`config.mk`:
```
export PLATFORM = sky130hd
export DESIGN_NAME = rxbuf_burst_port
export DESIGN_NICKNAME = d
export VERILOG_FILES = /design/src/rtl/rxbp_pkg.sv /design/src/rtl/rxbp_decode.sv /design/src/rtl/rxbp_word_fifo.sv /design/src/rtl/rxbp_frame_track.sv /design/src/rtl/rxbuf_burst_port.sv
export SDC_FILE = /design/constraint.sdc
export NUM_CORES = 2
export LEC_CHECK = 0
export ABC_AREA = 1
export BUFFER_PORTS_ARGS = -buffer_cell sky130_fd_sc_hd__buf_4
export CORE_ASPECT_RATIO = 1.25
export CORE_MARGIN = 10
export CORE_UTILIZATION = 45
export DETAILED_ROUTE_END_ITERATION = 6
export GPL_TIMING_DRIVEN = 0
export PLACE_DENSITY = 0.6
export SKIP_LAST_GASP = 1
export SLEW_MARGIN = 20
export SYNTH_ARGS = -nofsm -noshare
export SYNTH_HDL_FRONTEND = slang
export SYNTH_SLANG_ARGS = --single-unit
```
`constraint.sdc`:
```
create_clock -name clk -period 6.6 [get_ports clk]
set_input_delay 0.33 -clock clk [delete_from_list [all_inputs] [get_ports clk]]
set_output_delay 0.33 -clock clk [all_outputs]
set_load 0.005 [all_outputs]
```
`src/rtl/rxbp_pkg.sv`:
```
package rxbp_pkg;

  localparam int unsigned WORD_W    = 32;
  localparam int unsigned FOLLOW_LSB = 11;
  localparam int unsigned FOLLOW_W  = 5;
  localparam int unsigned EMPTY_BIT = 16;

  typedef enum logic [1:0] {
    SEL_NONE   = 2'd0,
    SEL_WINDOW = 2'd1,
    SEL_STATUS = 2'd2,
    SEL_LOAD   = 2'd3
  } bus_sel_e;

  function automatic logic [FOLLOW_W-1:0] follow_count(input logic [WORD_W-1:0] w);
    return w[FOLLOW_LSB +: FOLLOW_W];
  endfunction

endpackage

```
`src/rtl/rxbp_decode.sv`:
```
module rxbp_decode
  import rxbp_pkg::*;
#(
  parameter int unsigned ADDR_W      = 24,
  parameter logic [3:0]  COMP_TYPE   = 4'h1,
  parameter logic [3:0]  INST_ID     = 4'h0,
  parameter int unsigned RXWIN_BASE  = 12'h100,
  parameter int unsigned RXWIN_WORDS = 64,
  parameter int unsigned STATUS_OFS  = 12'h004,
  parameter int unsigned LOAD_OFS    = 12'h008
) (
  input  logic [ADDR_W-1:0] addr,
  output bus_sel_e          sel
);

  localparam logic [10:0] WIN_LO  = 11'(RXWIN_BASE / 4);
  localparam logic [10:0] WIN_HI  = 11'(RXWIN_BASE / 4 + RXWIN_WORDS);
  localparam logic [9:0]  STAT_WI = 10'(STATUS_OFS / 4);
  localparam logic [9:0]  LOAD_WI = 10'(LOAD_OFS / 4);

  logic       field_ok;
  logic [9:0] word_idx;

  always_comb begin
    field_ok = (addr[19:16] == COMP_TYPE) && (addr[15:12] == INST_ID) &&
               (addr[1:0] == 2'b00) && (addr[ADDR_W-1:20] == '0);
    word_idx = addr[11:2];
    sel      = SEL_NONE;
    if (field_ok) begin
      if (({1'b0, word_idx} >= WIN_LO) && ({1'b0, word_idx} < WIN_HI)) begin
        sel = SEL_WINDOW;
      end else if (word_idx == STAT_WI) begin
        sel = SEL_STATUS;
      end else if (word_idx == LOAD_WI) begin
        sel = SEL_LOAD;
      end
    end
  end

endmodule

```
`src/rtl/rxbp_word_fifo.sv`:
```
module rxbp_word_fifo #(
  parameter int unsigned DATA_W = 32,
  parameter int unsigned DEPTH  = 64
) (
  input  logic                      clk,
  input  logic                      rst_n,
  input  logic                      push,
  input  logic [DATA_W-1:0]         push_data,
  input  logic                      pop,
  output logic [DATA_W-1:0]         head,
  output logic [$clog2(DEPTH):0]    count,
  output logic                      full
);

  localparam int unsigned AW = $clog2(DEPTH);
  localparam int unsigned CW = AW + 1;
  localparam logic [AW-1:0] LAST = AW'(DEPTH - 1);

  logic [DATA_W-1:0] mem [DEPTH];
  logic [AW-1:0]     wr_ptr, wr_ptr_d;
  logic [AW-1:0]     rd_ptr, rd_ptr_d;
  logic [CW-1:0]     cnt_d;

  always_comb begin
    wr_ptr_d = wr_ptr;
    rd_ptr_d = rd_ptr;
    cnt_d    = count;
    if (push) begin
      wr_ptr_d = (wr_ptr == LAST) ? '0 : wr_ptr + 1'b1;
    end
    if (pop) begin
      rd_ptr_d = (rd_ptr == LAST) ? '0 : rd_ptr + 1'b1;
    end
    case ({push, pop})
      2'b10:   cnt_d = count + 1'b1;
      2'b01:   cnt_d = count - 1'b1;
      default: cnt_d = count;
    endcase
  end

  always_ff @(posedge clk or negedge rst_n) begin
    if (!rst_n) begin
      wr_ptr <= '0;
      rd_ptr <= '0;
      count  <= '0;
    end else begin
      wr_ptr <= wr_ptr_d;
      rd_ptr <= rd_ptr_d;
      count  <= cnt_d;
    end
  end

  always_ff @(posedge clk) begin
    if (push) begin
      mem[wr_ptr] <= push_data;
    end
  end

  assign head = mem[rd_ptr];
  assign full = (count == CW'(DEPTH));

endmodule

```
`src/rtl/rxbp_frame_track.sv`:
```
module rxbp_frame_track
  import rxbp_pkg::*;
#(
  parameter int unsigned DEPTH = 64
) (
  input  logic                    clk,
  input  logic                    rst_n,
  input  logic                    push,
  input  logic [FOLLOW_W-1:0]     push_follow,
  input  logic                    pop,
  input  logic [FOLLOW_W-1:0]     head_follow,
  output logic [$clog2(DEPTH):0]  frame_cnt
);

  localparam int unsigned CW = $clog2(DEPTH) + 1;

  logic [FOLLOW_W-1:0] wr_rem, wr_rem_d;
  logic [FOLLOW_W-1:0] rd_rem, rd_rem_d;
  logic [CW-1:0]       fcnt_d;
  logic                commit, retire;

  always_comb begin
    wr_rem_d = wr_rem;
    commit   = 1'b0;
    if (push) begin
      if (wr_rem == '0) begin
        wr_rem_d = push_follow;
        commit   = (push_follow == '0);
      end else begin
        wr_rem_d = wr_rem - 1'b1;
        commit   = (wr_rem == FOLLOW_W'(1));
      end
    end
  end

  always_comb begin
    rd_rem_d = rd_rem;
    retire   = 1'b0;
    if (pop) begin
      if (rd_rem == '0) begin
        rd_rem_d = head_follow;
        retire   = (head_follow == '0);
      end else begin
        rd_rem_d = rd_rem - 1'b1;
        retire   = (rd_rem == FOLLOW_W'(1));
      end
    end
  end

  always_comb begin
    case ({commit, retire})
      2'b10:   fcnt_d = frame_cnt + 1'b1;
      2'b01:   fcnt_d = frame_cnt - 1'b1;
      default: fcnt_d = frame_cnt;
    endcase
  end

  always_ff @(posedge clk or negedge rst_n) begin
    if (!rst_n) begin
      wr_rem    <= '0;
      rd_rem    <= '0;
      frame_cnt <= '0;
    end else begin
      wr_rem    <= wr_rem_d;
      rd_rem    <= rd_rem_d;
      frame_cnt <= fcnt_d;
    end
  end

endmodule

```
`src/rtl/rxbuf_burst_port.sv`:
```
module rxbuf_burst_port
  import rxbp_pkg::*;
#(
  parameter int unsigned ADDR_W      = 24,
  parameter logic [3:0]  COMP_TYPE   = 4'h1,
  parameter logic [3:0]  INST_ID     = 4'h0,
  parameter int unsigned DEPTH       = 64,
  parameter int unsigned RXWIN_BASE  = 12'h100,
  parameter int unsigned RXWIN_WORDS = 64,
  parameter int unsigned STATUS_OFS  = 12'h004,
  parameter int unsigned LOAD_OFS    = 12'h008
) (
  input  logic              clk,
  input  logic              rst_n,
  input  logic              cs,
  input  logic              rd,
  input  logic              wr,
  input  logic [3:0]        be,
  input  logic [ADDR_W-1:0] addr,
  input  logic [31:0]       wdata,
  output logic [31:0]       rdata
);

  localparam int unsigned CW = $clog2(DEPTH) + 1;

  bus_sel_e          sel;
  logic              rd_beat, wr_beat;
  logic              push, pop, full, have_frame;
  logic [31:0]       head;
  logic [CW-1:0]     fifo_cnt;
  logic [CW-1:0]     frame_cnt;
  logic [31:0]       status_word;

  rxbp_decode #(
    .ADDR_W(ADDR_W), .COMP_TYPE(COMP_TYPE), .INST_ID(INST_ID),
    .RXWIN_BASE(RXWIN_BASE), .RXWIN_WORDS(RXWIN_WORDS),
    .STATUS_OFS(STATUS_OFS), .LOAD_OFS(LOAD_OFS)
  ) u_decode (
    .addr (addr),
    .sel  (sel)
  );

  assign rd_beat    = cs && rd;
  assign wr_beat    = cs && wr;
  assign have_frame = (frame_cnt != '0);
  assign pop        = rd_beat && (sel == SEL_WINDOW) && have_frame;
  assign push       = wr_beat && (sel == SEL_LOAD) && (be == 4'hF) && !full;

  rxbp_word_fifo #(
    .DATA_W(WORD_W), .DEPTH(DEPTH)
  ) u_fifo (
    .clk       (clk),
    .rst_n     (rst_n),
    .push      (push),
    .push_data (wdata),
    .pop       (pop),
    .head      (head),
    .count     (fifo_cnt),
    .full      (full)
  );

  rxbp_frame_track #(
    .DEPTH(DEPTH)
  ) u_track (
    .clk         (clk),
    .rst_n       (rst_n),
    .push        (push),
    .push_follow (follow_count(wdata)),
    .pop         (pop),
    .head_follow (follow_count(head)),
    .frame_cnt   (frame_cnt)
  );

  always_comb begin
    status_word                = '0;
    status_word[15:0]          = 16'(frame_cnt);
    status_word[EMPTY_BIT]     = !have_frame;
  end

  always_comb begin
    rdata = '0;
    if (rd_beat) begin
      case (sel)
        SEL_WINDOW: rdata = have_frame ? head : '0;
        SEL_STATUS: rdata = status_word;
        default:    rdata = '0;
      endcase
    end
  end

endmodule

```
Word-level counts from Yosys, hierarchy flattened:

Memory sizes are Yosys's and may differ from the RTL's.
Cells that the tools add are included.

* bits in read-only memories: 0
* latch bits: 0
* memories kept: 1
* input bits: 65
* flip-flop bits (word level): 36
* memory bits (writable): 2048
* word-level logic and storage cells: 75

* eq/ne operators: 16
* mux-type cells: 19
* bitwise logic cells: 0
* multiply operators: 0
* shift-type cells: 0
* $lt $le $gt $ge: 2
* reductions and logical operators: 23
* div/mod/pow operators: 0
* add/sub/neg operators: 8

Memory list
* u_fifo.mem: words 64, bits a word 32, rd ports 1, clocked after memory_dff 0, wr ports 1, line rxbp_word_fifo.sv:19 `logic [DATA_W-1:0] mem [DEPTH];`

Operator list (number)
* $mux 32: 2
* $pmux 32 s2: 1
* $pmux 7 s2: 2
* $logic_not 5->1: 4
* $add 7x1->7 const B: 2
* $sub 7x1->7 const B: 2
* $add 6x1->6 const B: 2
* $eq 6x6->1 const B: 2
* $mux 6: 2
* $logic_and 1x1->1: 11
* $eq 10x1->1 const B: 1
* $eq 10x2->1 const B: 1
* $eq 5x1->1 const B: 2
* $ge 10x7->1 const B: 1
* $lt 10x8->1 const B: 1
* $mux 5: 2
* $sub 5x1->5 const B: 2
* $eq 2x2->1 const B: 4
* $logic_not 4->1: 2
* $mux 2: 4
* $eq 7x7->1 const B: 1
* $reduce_bool 7->1: 1
* $eq 2x1->1 const B: 3
* $mux 1: 6
* 5 further kinds: 7

Logic depth before layout (Yosys ltp):

* depth in word-level cells: 12
* mapped depth: 30
* gate-level depth less buffers: 27

Hierarchy:

A second synthesis with hierarchy kept.

* cells, all modules: 8127
* area, all modules: 88287.2 um^2

By module, submodules not included
* rxbp_word_fifo: times used 1, area an instance 86272.7 um^2, cells an instance 7798
* rxbp_frame_track: times used 1, area an instance 1286.2 um^2, cells an instance 178
* rxbuf_burst_port: times used 1, area an instance 579.3 um^2, cells an instance 116
* rxbp_decode: times used 1, area an instance 148.9 um^2, cells an instance 35

Worst setup path after synthesis:

Ideal clock, no wire load.

* path kind: input -> register
* start: in addr[9]
* end: mem u_fifo.mem[39][0] (enable)
* cell stages on the path: 10
* arrival time: 4136 ps
* setup slack: 2003 ps
* buffers on the path: 0
* data required time: 6139 ps
* cell sequence: nor4_1 -> nand3_1 -> a211oi_1 -> ha_1 -> nand3_1 -> nor2_1 -> nand2_1 -> nor2_1 -> nand3_1 -> nor3_1

* cells in the longest elaborated chain, start to end: 11
* elaborated cells between the ends (all ways): 15
* classes of those cells: order compare (2); eq/ne (3); mux (6); reduce/logical (4)

Ends and longest elaborated chain
* start, declared: line rxbuf_burst_port.sv:19 `input logic [ADDR_W-1:0] addr,`
* parallel branches: the longest is 3 deep, another holds $ge 10x7->1
* $mux 2 (*): line rxbp_decode.sv:30 `if (({1'b0, word_idx} >= WIN_LO) && ({1'b0, word_idx} < WIN_HI)) begin`
* $mux 2 (*): line rxbp_decode.sv:29 `if (field_ok) begin`
* $eq 2x2->1 (*): line rxbuf_burst_port.sv:47 `assign push = wr_beat && (sel == SEL_LOAD) && (be == 4'hF) && !full;`
* $logic_and 1x1->1 (*) (3 in series): line rxbuf_burst_port.sv:47
* $mux 1 (*): line rxbp_word_fifo.sv:54 `if (push) begin`
* $mux 1 (not written as such) (*): line rxbp_word_fifo.sv:55 `mem[wr_ptr] <= push_data;`
* end, declared: line rxbp_word_fifo.sv:19

Mark *: on every way between the ends.

Final worst setup path:

* start: reg u_fifo.rd_ptr[3]
* end: out rdata[7]

* cells in the longest elaborated chain, start to end: 4

Ends and longest elaborated chain
* start, declared: line rxbp_word_fifo.sv:21 `logic [AW-1:0] rd_ptr, rd_ptr_d;`
* start signal, assigned: line rxbp_word_fifo.sv:48 `rd_ptr <= rd_ptr_d;`
* $mem_v2 64x32
* $mux 32: line rxbuf_burst_port.sv:84 `SEL_WINDOW: rdata = have_frame ? head : '0;`
* $pmux 32 s2: line rxbuf_burst_port.sv:83 `case (sel)`
* $mux 32: line rxbuf_burst_port.sv:82 `if (rd_beat) begin`
* end, declared: line rxbuf_burst_port.sv:21 `output logic [31:0] rdata`

No other way between the ends.

==> out/qor.csv <==
stage,metric,value,unit
layout,final_common_cell,edfxtp_1,
global_routing,grt_pass1_vias,57900,
layout,fin_cells,9457,
yosys,synth_top_family_by_area,compound AO/OA/AOI/OAI gates,
worst_setup_path,worstPathArrival,5.84,ns
pwr,power,26.2,mW
drt,routed_wl,366,mm
hold_path,hold_path_depth,1,
sta,rsz0062_at_grt,no,
global_routing,antenna_found_initial,37,
worst_setup_path,path_cells,"inv_1, nor2_2, buf_2, clkbuf_1, nand2_1, nand3_1, o211ai_1, a21oi_1, buf_4",
yosys,synth_compound_area_frac,0.111,
worst_setup_path,r2r_setup_slack,0.81,ns
yosys,syn-num-nets,6510,
global_routing,grt.overflow.total,0,
sta,worst_pin_slew,1.37,ns
clock_network,root_buffer,clkbuf_16,
drt,wl_per_cell,38.7,um
drt,via_per_inst,6.66,
global_routing,grt_pass1_wl,486,mm
worst_setup_path,startpoint,u_fifo.rd_ptr[3],
clock_network,postCtsSetupBuffers,0,
worst_setup_path,cp_num_buf_inv,4,
sta,fin_worst_skew,0.0327,ns
layout,layout-drive-gt1-share,0.120,
worst_setup_path,max_stage_delay,1.00,ns
pwr,power.density,270,nW/um^2
clock_network,cts_num_sinks,2084,
sta,fmax,162,MHz
placement,hpwl,250,mm
yosys,post_synth_instance_area,83200,um^2
worst_setup_path,cp.required,6.27,ns
sta,finalCritPeriodShare,0.935,
floorplan,core-area,184000,um^2
placement,placed_cells,9078,
placement,post_dp_cell_area,90800,um^2
yosys,synthXorXnorAreaFrac,0.00168,
global_routing,track_usage,0.350,
worst_setup_path,rr_startpoint,u_fifo.rd_ptr[3],
clock_network,clk_latency,0.90,ns
clock_network,clk_path_buf_depth,3,
worst_setup_path,cpLargestDelayFamily,buffers and inverters,
drt,dr.pass1.iters,7,
yosys,synth-seq-cells,2084,
worst_setup_path,slowest_stage,clkbuf_1,
drt,drt_iter0_drc,12200,
clock_network,clkTransAtPathRegs,0.06,ns
floorplan,rows,176,
yosys,yosysSeqAreaShare,0.750,
yosys,postSynthAreaPerCell,13.0,um^2
worst_setup_path,start_kind,flop,
placement,numPortBuffers,96,
floorplan,die_y,501,um
drt,drc,0,
sta,slew_headroom,0.0872,
drt,ant_nets,0,
placement,place_congestion,0.972,
layout,syn_to_final_growth,16.7,%
floorplan,io_pins,97,
sta,period_needed,6.17,ns
global_routing,grt_max_degree,67,
yosys,muxShareOfSynthArea,0,
hold_path,min_to,u_fifo.mem[47][15],
clock_network,cts_buffers,195,
layout,final_area,97100,um^2
run_status,status,"complete, no violations",
worst_setup_path,worst-r2r-cell-count,22,
pwr,peakVddDrop,0.312,mV
sta,setup_violations,0,
layout,final_cell_mix,"2048 x edfxtp_1, 1102 x nor2_1, 931 x o21ai_0",
yosys,synthAdderAreaFrac,0.00295,
yosys,yosys_warnings,0,
floorplan,start_util,0.452,
yosys,syn_inst,6426,
floorplan,chipWidth,405,um
drt,via_count,62900,
layout,fin_util,0.528,
layout,final_nets,6960,
sta,hold_violations,0,
hold_path,min_from,wdata[15],
hold_path,hp-class,primary input to flop,
clock_network,h-tree-depth,4,
sta,slew_violations,0,
yosys,yosysUniqueCellTypes,44,
worst_setup_path,timing.rr.end,u_track.frame_cnt[6],
clock_network,cts_tree,yes,
floorplan,dieArea,203000,um^2
worst_setup_path,end_kind,primary output,
worst_setup_path,critical_path_class,flop to primary output,
worst_setup_path,worstPathMaxFanout,10,
run,max_cap_viol_count,0,
pwr,leakage,32.1,nW
sta,setup_tns,0,ns
yosys,synth-simple-area-share,0.101,
## what timing repair did
item,CTS,global route
hold buffers,4,0
hold endpoints to repair,105,0
resized for setup,0,0
## kinds of logic after synthesis
kind of cell	Yosys count
simple gates	2108
flops	2084
buf+inv	579
xor+xnor	16
fa+ha+maj	19
compound gates	1620
## synthesized netlist by cell type (all sizes together)
| library cell | instances | share of area |
|---|---|---|
| nand4 | 19 | 0.0014 |
| a21boi | 1 | 0.000090 |
| ha | 18 | 0.0027 |
| a211oi | 2 | 0.00018 |
| or2 | 3 | 0.00023 |
| buf | 235 | 0.019 |
| o2111ai | 1 | 0.00011 |
| o21ai | 999 | 0.060 |
| a21o | 1 | 0.000090 |
| o22a | 1 | 0.00011 |
| o31ai | 1 | 0.000090 |
| o211ai | 95 | 0.0087 |
| and3 | 1 | 0.000075 |
| nor3 | 13 | 0.00078 |
| dfrtp | 36 | 0.011 |
| inv | 142 | 0.0064 |
| o221a | 1 | 0.00014 |
| nor2 | 1166 | 0.053 |
| nand3 | 291 | 0.018 |
| a31oi | 15 | 0.0011 |
| fa | 1 | 0.00024 |
| xor2 | 12 | 0.0013 |
| nand2 | 609 | 0.027 |
| o221ai | 127 | 0.013 |
| clkbuf | 199 | 0.0090 |
| edfxtp | 2048 | 0.74 |
| xnor2 | 4 | 0.00042 |
| o211a | 1 | 0.00012 |
| a22oi | 1 | 0.000090 |
| clkinv | 3 | 0.00014 |
| o21a | 1 | 0.000090 |
| o22ai | 275 | 0.021 |
| a21oi | 98 | 0.0059 |
| nor4 | 6 | 0.00045 |
## power by group
part           leakage [nW]  switching (mW)  internal (mW)
registers              18.8      0.00000978           14.5
clock network          3.05            5.13           6.28
logic                  10.2           0.249         0.0269
## state kept, by name, indices dropped and copies added, names as in the netlist
| signal | count |
|---|---|
| u_fifo.count | 7 |
| u_fifo.mem | 2048 |
| u_fifo.rd_ptr | 6 |
| u_fifo.wr_ptr | 6 |
| u_track.frame_cnt | 7 |
| u_track.rd_rem | 5 |
| u_track.wr_rem | 5 |
## per-stage QoR
step / setup slack (ns) / hold slack (ns)
after global placement: -3.71 / 0.411
after CTS: 0.659 / 0.00527
after floorplan: 2.00 / 0.0344
after detailed placement: 0.847 / 0.419
after global routing: 0.510 / 0.0339
final: 0.429 / 0.0198
## per-layer routing
metal / GRT usage / part of all wire
met3: 0.113 / 0.15
met5: 0 / 0.00061
met1: 0.415 / 0.32
met4: 0.282 / 0.10
met2: 0.522 / 0.43
## worst max path at each step
stage,to,cells past startpoint
3_5_place_dp,u_track.frame_cnt[6],21
4_1_cts,rdata[7],9
3_3_place_gp,u_fifo.mem[39][9],11
6_report,rdata[7],9
5_1_grt,u_track.frame_cnt[6],22
2_1_floorplan,u_fifo.mem[39][0],10
## area by class of cell
class                      instances  area, um^2
antenna                           20        50.0
buffer                           434        2330
clock buffer                     232        5130
clock inverter                   123        1130
fill                           15400       86900
inverter                         145         544
multi-input combinational       3763       18500
sequential                      2084       62400
tap                             2403        3010
timing repair buffer             253        4080
Note: power is estimated with default switching activity, not from simulation.
